==> src/rtl/excl_mon_pkg.sv <==
package excl_mon_pkg;

    typedef enum logic [2:0] {
        OP_LOAD  = 3'd0,
        OP_STORE = 3'd1,
        OP_LDEX  = 3'd2,
        OP_STEX  = 3'd3,
        OP_SWAP  = 3'd4,
        OP_CLREX = 3'd5,
        OP_RSV6  = 3'd6,
        OP_RSV7  = 3'd7
    } op_e;

    localparam int GRAN_BITS = 4;

    typedef struct packed {
        logic issue;
        logic set_resv;
        logic clr_resv;
        logic stx_done;
        logic stx_ok;
        logic fail;
    } verdict_t;

    function automatic logic passes_freely(op_e op);
        return (op == OP_LOAD) || (op == OP_STORE) ||
               (op == OP_LDEX) || (op == OP_SWAP);
    endfunction

endpackage

==> src/rtl/excl_resv_reg.sv <==
module excl_resv_reg
    import excl_mon_pkg::*;
#(
    parameter int TAG_W = 28
) (
    input  logic             clk,
    input  logic             rst,
    input  logic             set_i,
    input  logic             clr_i,
    input  logic [TAG_W-1:0] tag_i,
    output logic             hit_o
);

    logic             flag_q;
    logic [TAG_W-1:0] tag_q;

    always_ff @(posedge clk) begin
        if (rst) begin
            flag_q <= 1'b0;
            tag_q  <= '0;
        end else if (set_i) begin
            flag_q <= 1'b1;
            tag_q  <= tag_i;
        end else if (clr_i) begin
            flag_q <= 1'b0;
        end
    end

    assign hit_o = flag_q && (tag_i == tag_q);

    a_r2_set_records: assert property (@(posedge clk) disable iff (rst)
        set_i |=> flag_q && (tag_q == $past(tag_i)));

    a_r4_clear_drops: assert property (@(posedge clk) disable iff (rst)
        (clr_i && !set_i) |=> !flag_q);

endmodule

==> src/rtl/excl_fail_ctr.sv <==
module excl_fail_ctr
    import excl_mon_pkg::*;
#(
    parameter int CNT_W  = 32,
    parameter int PERIOD = 100000
) (
    input  logic clk,
    input  logic rst,
    input  logic fail_i,
    input  logic pass_i,
    output logic alert_o
);

    localparam int               PH_W    = (PERIOD > 1) ? $clog2(PERIOD) : 1;
    localparam logic [CNT_W-1:0] CNT_MAX = '1;
    localparam logic [PH_W-1:0]  PH_LAST = PH_W'(PERIOD - 1);

    logic [CNT_W-1:0] cnt_q;
    logic [PH_W-1:0]  ph_q;
    logic             alert_q;
    logic             bump;

    assign bump = fail_i && (cnt_q != CNT_MAX);

    always_ff @(posedge clk) begin
        if (rst) begin
            cnt_q   <= '0;
            ph_q    <= '0;
            alert_q <= 1'b0;
        end else begin
            alert_q <= bump && (ph_q == PH_LAST);
            if (pass_i) begin
                cnt_q <= '0;
                ph_q  <= '0;
            end else if (bump) begin
                cnt_q <= cnt_q + 1'b1;
                ph_q  <= (ph_q == PH_LAST) ? '0 : ph_q + 1'b1;
            end
        end
    end

    assign alert_o = alert_q;

    a_r10_hold_at_max: assert property (@(posedge clk) disable iff (rst)
        (cnt_q == CNT_MAX && !pass_i) |=> cnt_q == CNT_MAX);

    a_r9_alert_needs_fail: assert property (@(posedge clk) disable iff (rst)
        alert_q |-> $past(fail_i));

    generate
        if (PERIOD > 1) begin : g_gap
            a_r9_alert_single: assert property (@(posedge clk) disable iff (rst)
                alert_q |=> !alert_q);
        end
    endgenerate

endmodule

==> src/rtl/excl_decide.sv <==
module excl_decide
    import excl_mon_pkg::*;
(
    input  logic     req_valid,
    input  op_e      req_op,
    input  logic     hit,
    output verdict_t verdict
);

    always_comb begin
        verdict = '0;
        if (req_valid) begin
            if (passes_freely(req_op)) begin
                verdict.issue = 1'b1;
            end
            unique case (req_op)
                OP_LDEX:  verdict.set_resv = 1'b1;
                OP_STEX: begin
                    verdict.clr_resv = 1'b1;
                    verdict.stx_done = 1'b1;
                    verdict.stx_ok   = hit;
                    verdict.issue    = hit;
                    verdict.fail     = !hit;
                end
                OP_CLREX: verdict.clr_resv = 1'b1;
                default: ;
            endcase
        end
    end

endmodule

==> src/rtl/excl_monitor.sv <==
module excl_monitor
    import excl_mon_pkg::*;
#(
    parameter int ADDR_W       = 32,
    parameter int CTX_W        = 8,
    parameter int CNT_W        = 32,
    parameter int ALERT_PERIOD = 100000
) (
    input  logic              clk,
    input  logic              rst,
    input  logic [CTX_W-1:0]  ctx_id,
    input  logic              req_valid,
    input  logic [2:0]        req_op,
    input  logic [ADDR_W-1:0] req_addr,
    output logic              mem_valid,
    output logic [2:0]        mem_op,
    output logic [ADDR_W-1:0] mem_addr,
    output logic              stx_done,
    output logic              stx_ok,
    output logic              alert,
    output logic [CTX_W-1:0]  alert_ctx
);

    localparam int TAG_W = ADDR_W - GRAN_BITS;

    op_e      op;
    logic     hit;
    verdict_t vd;

    assign op = op_e'(req_op);

    excl_resv_reg #(.TAG_W(TAG_W)) u_resv (
        .clk   (clk),
        .rst   (rst),
        .set_i (vd.set_resv),
        .clr_i (vd.clr_resv),
        .tag_i (req_addr[ADDR_W-1:GRAN_BITS]),
        .hit_o (hit)
    );

    excl_decide u_decide (
        .req_valid (req_valid),
        .req_op    (op),
        .hit       (hit),
        .verdict   (vd)
    );

    excl_fail_ctr #(.CNT_W(CNT_W), .PERIOD(ALERT_PERIOD)) u_ctr (
        .clk     (clk),
        .rst     (rst),
        .fail_i  (vd.fail),
        .pass_i  (vd.stx_ok),
        .alert_o (alert)
    );

    always_ff @(posedge clk) begin
        if (rst) begin
            mem_valid <= 1'b0;
            mem_op    <= '0;
            mem_addr  <= '0;
            stx_done  <= 1'b0;
            stx_ok    <= 1'b0;
            alert_ctx <= '0;
        end else begin
            mem_valid <= vd.issue;
            mem_op    <= req_op;
            mem_addr  <= req_addr;
            stx_done  <= vd.stx_done;
            stx_ok    <= vd.stx_ok;
            alert_ctx <= ctx_id;
        end
    end

    a_r4_fail_not_issued: assert property (@(posedge clk) disable iff (rst)
        (stx_done && !stx_ok) |-> !mem_valid);

    a_r3_pass_issued: assert property (@(posedge clk) disable iff (rst)
        (stx_done && stx_ok) |-> (mem_valid && mem_op == 3'd3));

    a_r6_clear_not_issued: assert property (@(posedge clk) disable iff (rst)
        (req_valid && req_op == 3'd5) |=> !mem_valid);

    a_r11_load_latency: assert property (@(posedge clk) disable iff (rst)
        (req_valid && req_op == 3'd0) |=> (mem_valid && mem_addr == $past(req_addr)));

    a_r11_idle_quiet: assert property (@(posedge clk) disable iff (rst)
        !req_valid |=> (!mem_valid && !stx_done));

endmodule

==> config.mk <==
export PLATFORM = sky130hd
export DESIGN_NAME = excl_monitor
export DESIGN_NICKNAME = d
export VERILOG_FILES = /design/src/rtl/excl_mon_pkg.sv /design/src/rtl/excl_resv_reg.sv /design/src/rtl/excl_fail_ctr.sv /design/src/rtl/excl_decide.sv /design/src/rtl/excl_monitor.sv
export SDC_FILE = /design/constraint.sdc
export NUM_CORES = 1
export LEC_CHECK = 0
export ABC_CLOCK_PERIOD_IN_PS = 2300
export BUFFER_PORTS_ARGS = -buffer_cell sky130_fd_sc_hd__buf_2
export CORE_ASPECT_RATIO = 0.6
export CORE_MARGIN = 8
export CORE_UTILIZATION = 36
export CTS_BUF_LIST = sky130_fd_sc_hd__clkbuf_16
export CTS_CLUSTER_DIAMETER = 30
export DETAILED_ROUTE_END_ITERATION = 8
export SYNTH_ARGS = -nofsm -noshare
export SYNTH_HDL_FRONTEND = slang
export SYNTH_SLANG_ARGS = --single-unit
==> constraint.sdc <==
create_clock -name clk -period 2.3 [get_ports clk]
set_input_delay 0.115 -clock clk [delete_from_list [all_inputs] [get_ports clk]]
set_output_delay 0.115 -clock clk [all_outputs]
set_load 0.02 [all_outputs]
==> results of run 1 <==
==> cell usage after synthesis (all sizes together), types with 7 or more instances <==
master	n	share of area, %
dfxtp	125	46
buf	18	2.0
clkbuf	18	1.2
o31ai	25	3.7
nor2	19	1.3
and3	7	0.80
xor2	9	1.4
a21oi	69	6.3
nor2b	45	5.2
a31oi	10	1.1
nor3	11	1.0
inv	9	0.62
nand3	34	3.1
nand2	87	6.0
xnor2	21	3.4
nand4	33	4.2
or4	34	4.7
o21ai	12	1.1
nor4	12	1.9
==> state kept, by name (all words and copies together) (netlist names) <==
register       count
mem_addr          32
u_ctr.cnt_q       32
u_resv.tag_q      28
u_ctr.ph_q        17
alert_ctx          8
mem_op             3
mem_valid          1
stx_done           1
stx_ok             1
u_ctr.alert_o      1
u_resv.flag_q      1
==> cell families (layout without fill, tap and decap cells) <==
family	Yosys count	count (layout)	synth area share [%]
flip-flops	125	125	45.8
adder cells (fa/ha/maj)	2	2	0.458
buffers and inverters	45	212	3.89
XOR/XNOR	30	30	4.81
AO/OA/AOI/OAI	130	130	14.3
AND/OR/NAND/NOR	298	298	30.5
multiplexers	1	1	0.183
==> per-stage QoR <==
step           area (um2)  cells  hold slack (ns)   TNS, ns
2_1_floorplan        5470    631            0.214         0
3_3_place_gp         6270    919            0.324         0
3_5_place_dp         6270    919            0.334  -0.00358
4_1_cts              7340    995         0.000358   -0.0727
5_1_grt              7510   1001          0.00340     -3.39
6_report             7510   1001           0.0179    -0.243
==> what timing repair did <==
item / in CTS / in global routing
buffers inserted: 0 / 5
resized for setup: 0 / 16
endpoints found under the hold margin: 71 / 0
gates cloned: 0 / 2
endpoints found under the setup margin: 11 / 48
hold buffers: 44 / 0
pin swaps: 0 / 3
==> layout make-up <==
| type | count | area (um2) |
|---|---|---|
| clock buffer | 17 | 425 |
| multi-input combinational | 461 | 2790 |
| sequential | 125 | 2500 |
| tap | 203 | 254 |
| timing repair buffer | 171 | 1290 |
| clock inverter | 15 | 209 |
| inverter | 9 | 33.8 |
| fill | 1362 | 7600 |
==> where the power goes <==
part	switching, uW	leakage, uW	internal (uW)
clock	1060	0.000309	1840
sequential	25.9	0.00102	2220
combinational	236	0.00143	192
total	1320	0.00276	4250
==> worst paths after layout <==
| check | startpoint | end | slack [ns] | cells after the start |
|---|---|---|---|---|
| setup / recovery | u_resv.tag_q[12]$_SDFFE_PP0P_ | u_ctr.cnt_q[28]$_SDFFE_PP0P_ | -0.03 | 8 |
| hold / removal | req_addr[5] | mem_addr[5]$_SDFF_PP0_ | 0.02 | 2 |
| setup reg to reg | u_resv.tag_q[12]$_SDFFE_PP0P_ | u_ctr.cnt_q[28]$_SDFFE_PP0P_ | -0.03 | 8 |
| hold reg to reg | u_resv.tag_q[1]$_SDFFE_PP0P_ | u_resv.tag_q[1]$_SDFFE_PP0P_ | 0.46 | 2 |
==> per-layer routing <==
layer  wire, um  track usage (%)
met1       7910             22.3
met2       7140             24.3
met3       1170             4.77
met4        168             4.16
met5          0                0
==> flow_metrics.py, run 1 <==
metrics = {
    "synth": {
        "syn_nets": 679,
        "synthDistinctLibCells": 47,
        "synthCells": 631,
        "syn_area_mm2": 0.00547,
        "synth_top_flop_cell": "dfxtp_1",
        "synth_edf_count": 0,
        "ys_seq_elements": 125,
        "syn_avg_cell_area_um2": 8.66,
        "yosys_warnings": 0,
        "async_reset_ff_share_pct": 0,
        "ys_seq_area_share_pct": 45.8,
    },
    "sta": {
        "period_share_pct": 101,
        "fmax_mhz": 429,
        "hold_violations": 0,
        "rsz0062_at_grt": "yes",
        "drv_slew": 0,
        "worst_pin_slew_ns": 0.598,
        "setup_violations": 15,
        "fin_crit_ns": 2.33,
        "maxSlewHeadroom_pct": 60.2,
        "finClkSkew_ns": 0.00705,
        "setup_slack_ns": -0.0310,
    },
    "critical_path": {
        "worstPathArrival_ns": 2.62,
        "path_buf_inv": 3,
        "cp_slowest_cell": "or4_4",
        "max_stage_delay_ns": 0.54,
        "startpoint_type": "flip-flop",
        "path_cells": "xor2_1, or4_1, or4_4, o31ai_4, buf_4, buf_6, buf_12, a21oi_1",
        "required_ns": 2.59,
        "critical_path.top_delay_family": "simple AND/OR/NAND/NOR gates",
        "critical_path_class": "flip-flop to flip-flop",
        "critPathCaptureType": "flip-flop",
        "crit_fanout": 7,
    },
    "finish": {
        "layout-drive-gt1-share_pct": 22.4,
        "area_growth_pct": 37.5,
        "fin_util_pct": 49.7,
        "final_cell_mix": "dfxtp_1 (123), buf_2 (91), nand2_1 (86)",
        "layout_commonest_cell": "dfxtp_1",
        "fin_nets": 833,
        "diodes": 0,
    },
    "grt": {
        "overflow": 0,
        "grt_pass1_vias": 5093,
        "grt_pass1_wl_um": 26200,
        "gr-usage-all-layers_pct": 16.2,
        "grt_max_degree": 65,
        "antenna_found_initial": 0,
    },
    "clock_network": {
        "cts_sinks": 125,
        "cts-root-buf": "clkbuf_16",
        "clk_latency_ns": 0.41,
        "cts_tree": "built",
        "h-tree-depth": 4,
        "cts_buffers": 17,
        "cts_max_path_buffers": 2,
        "clk_pin_slew_ns": 0.06,
    },
    "placement": {
        "place_congestion": 0.893,
        "port_buffers": 92,
        "dp_hpwl_um": 10500,
        "dp_slack_ns": -0.00178,
    },
    "drt": {
        "routedWlPerCell_um": 16.4,
        "via_per_inst": 5.35,
        "drt-total-wl_um": 16400,
        "antenna_left": 0,
        "dr_total_vias": 5353,
        "dr.pass1.iters": 6,
        "drc": 0,
        "first_iter_violations": 340,
    },
    "run_status": {
        "status": "complete, but fails checks",
        "violations": "setup timing",
    },
    "power_and_ir_drop": {
        "vdd_ir_drop_max_mv": 0.439,
        "power_uw": 5570,
        "power.density_mw_per_mm2": 742,
        "total_leakage_power_uw": 0.00276,
    },
    "floorplan": {
        "core_region_area_mm2": 0.0151,
        "io-pin-count": 93,
        "fp.dieH_um": 111,
        "die_w_um": 175,
        "die_area_mm2": 0.0195,
        "initial_core_util_pct": 36.2,
        "row_count": 35,
    },
    "hold_path": {
        "holdCritPathClass": "input pin to flip-flop",
    },
    "job": {
        "cap_violations": 0,
    },
}
No activity file was read; power rests on OpenSTA's default activity.
==> run 2: changes to the inputs <==
--- a/config.mk
+++ b/config.mk
@@ -5,6 +5,7 @@
 export SDC_FILE = /design/constraint.sdc
 export NUM_CORES = 1
 export LEC_CHECK = 0
+export ABC_AREA = 1
 export ABC_CLOCK_PERIOD_IN_PS = 2300
 export BUFFER_PORTS_ARGS = -buffer_cell sky130_fd_sc_hd__buf_2
 export CORE_ASPECT_RATIO = 0.6
==> flow_metrics.py, run 2 <==
metrics = {
    "power_and_ir_drop": {
        "vdd_ir_drop_max_mv": 0.465,
        "total_leakage_power_uw": 0.00340,
        "power.density_mw_per_mm2": 655,
    },
    "critical_path": {
        "critPathCaptureType": "flip-flop",
        "critical_path.top_delay_family": "simple AND/OR/NAND/NOR gates",
        "max_stage_delay_ns": 0.43,
        "crit_fanout": 46,
        "critPathMostFrequentCell": "nand3_4",
        "path_cells": "ha_1, inv_2, nor2_4, nand2_4, nor2_8, nand3_4, nand3_4, nand2_1, a21oi_2",
        "startpoint_type": "flip-flop",
        "path_buf_inv": 1,
        "cp_slowest_cell": "nand3_4",
        "worstPathArrival_ns": 2.42,
        "required_ns": 2.64,
        "critical_path_class": "flip-flop to flip-flop",
    },
    "clock_network": {
        "cts-root-buf": "clkbuf_16",
        "clk_latency_ns": 0.42,
        "cts.repair.resized": 0,
        "clk_pin_slew_ns": 0.06,
        "cts_max_path_buffers": 2,
        "cts_tree": "built",
        "h-tree-depth": 4,
        "cts_sinks": 125,
        "cts_buffers": 17,
    },
    "grt": {
        "grt_max_degree": 47,
        "grt_pass1_wl_um": 27600,
        "grt_pass1_vias": 5345,
        "antenna_found_initial": 0,
        "gr-usage-all-layers_pct": 16.1,
        "overflow": 0,
    },
    "finish": {
        "final_cell_mix": "nand2_1 (235), nor2_1 (141), dfxtp_1 (125)",
        "reg_top3": "mem_addr x32, u_ctr.cnt_q x32, u_resv.tag_q x28",
        "fill_cells": 1692,
        "layout_commonest_cell": "nand2_1",
        "fin_nets": 1084,
        "layout-drive-gt1-share_pct": 16.3,
        "area_growth_pct": 27.8,
        "diodes": 0,
        "fin_util_pct": 46.4,
    },
    "drt": {
        "dr.pass1.iters": 4,
        "drc": 0,
        "routedWlPerCell_um": 13.3,
        "antenna_left": 0,
        "first_iter_violations": 486,
        "drt-total-wl_um": 17000,
        "via_per_inst": 4.69,
        "dr_total_vias": 6011,
    },
    "synth": {
        "synthCells": 902,
        "synthDistinctLibCells": 33,
        "ys_seq_area_share_pct": 40.8,
        "syn_avg_cell_area_um2": 6.80,
        "async_reset_ff_share_pct": 0,
        "ys_seq_elements": 125,
        "synth.most_common_cell": "nand2_1",
        "syn_area_mm2": 0.00613,
        "synth_common_cells": "nand2_1 (236), nor2_1 (141), dfxtp_1 (125)",
        "synth_top_area_share_pct": 40.8,
        "syn_nets": 950,
        "synth_edf_count": 0,
        "synth_area_leaders": "dfxtp_1 (41%), nand2_1 (14%), nor2_1 (8.6%), inv_1 (6.1%), nand4_1 (5.9%)",
        "synth_top_cell_by_area": "dfxtp_1",
        "synth_top_flop_cell": "dfxtp_1",
        "yosys_warnings": 0,
    },
    "sta": {
        "fin_crit_ns": 2.07,
        "fin_setup_tns_ns": 0,
        "finClkSkew_ns": 0.0120,
        "rsz0062_at_grt": "no",
        "maxSlewHeadroom_pct": 61.5,
        "fmax_mhz": 483,
        "worst_pin_slew_ns": 0.577,
        "setup_violations": 0,
        "drv_slew": 0,
        "hold_violations": 0,
        "period_share_pct": 90.0,
    },
    "floorplan": {
        "initial_core_util_pct": 36.3,
        "fp.dieH_um": 117,
        "die_area_mm2": 0.0216,
        "row_count": 37,
        "die_w_um": 185,
        "core_region_area_mm2": 0.0169,
        "io-pin-count": 93,
    },
    "job": {
        "cap_violations": 0,
    },
    "run_status": {
        "status": "finished, final reports clean",
    },
    "placement": {
        "dp_hpwl_um": 11900,
        "place_congestion": 0.915,
        "port_buffers": 92,
    },
    "hold_path": {
        "holdCritPathClass": "input pin to flip-flop",
    },
}
[run 2: final timing paths]
kind / start / endpoint / slack (ns) / cells after the start
hold reg to reg: u_resv.tag_q[23]$_SDFFE_PP0P_ / u_resv.tag_q[23]$_SDFFE_PP0P_ / 0.46 / 2
setup reg to reg: u_ctr.cnt_q[1]$_SDFFE_PP0P_ / u_ctr.cnt_q[8]$_SDFFE_PP0P_ / 0.23 / 9
hold / removal: req_op[0] / mem_op[0]$_SDFF_PP0_ / 0.03 / 3
setup / recovery: u_ctr.cnt_q[1]$_SDFFE_PP0P_ / u_ctr.cnt_q[8]$_SDFFE_PP0P_ / 0.23 / 9
[run 2: power breakdown]
group	total, uW	switching (uW)	internal [uW]
sequential	2250	20.0	2230
combinational	411	239	172
clock	2480	1000	1480
total	5140	1260	3880
[run 2: layout make-up]
class                           count  area, um2  share of cell area, %
Clock inverter                     15        125                   1.60
Sequential cell                   125       2500                   31.9
Inverter                          106        398                   5.07
Timing Repair Buffer              154       1060                   13.5
Multi-Input combinational cell    632       3040                   38.8
Tap cell                          234        293                   3.73
Clock buffer                       17        425                   5.43
[run 2: cell families (layout without fill, tap and decap cells)]
kind of cell / Yosys count / after routing / share of synthesized area (%)
xor+xnor: 33 / 33 / 4.71
buf+inv: 145 / 292 / 9.67
fa+ha+maj: 2 / 2 / 0.408
compound gates: 113 / 113 / 9.79
flops: 125 / 125 / 40.8
simple gates: 484 / 484 / 34.6
[run 2: stage by stage]
step	area (um2)	cells	total power, uW	worst slack, ns	hold slack [ns]
6_report	7840	1283	5140	0.229	0.0303
5_1_grt	7840	1283	5370	0.0230	0.0263
4_1_cts	7840	1283	5220	0.184	0.00668
3_5_place_dp	6870	1209	2650	0.203	0.323
3_3_place_gp	6870	1209	2650	0.232	0.314
2_1_floorplan	6130	902	2510	0.476	0.222
[run 2: what timing repair did]
item	4_1_cts	5_1_grt
setup endpoints to repair	0	12
hold buffers	42	0
endpoints found under the hold margin	58	0
buffers inserted	0	0
[run 2: metal layers]
layer,up-vias,track usage [%],part of all wire [%]
met2,173,21.5,38
met3,15,5.86,7.6
li1,3137,-,-
met1,2686,23.7,53
met5,-,0,0
met4,0,4.01,0.80
[run 2: worst min-delay path, delay by kind of cell]
kind	cells	cell delay (ns)
AND/OR/NAND/NOR	1	0.09
buffers and inverters	2	0.20
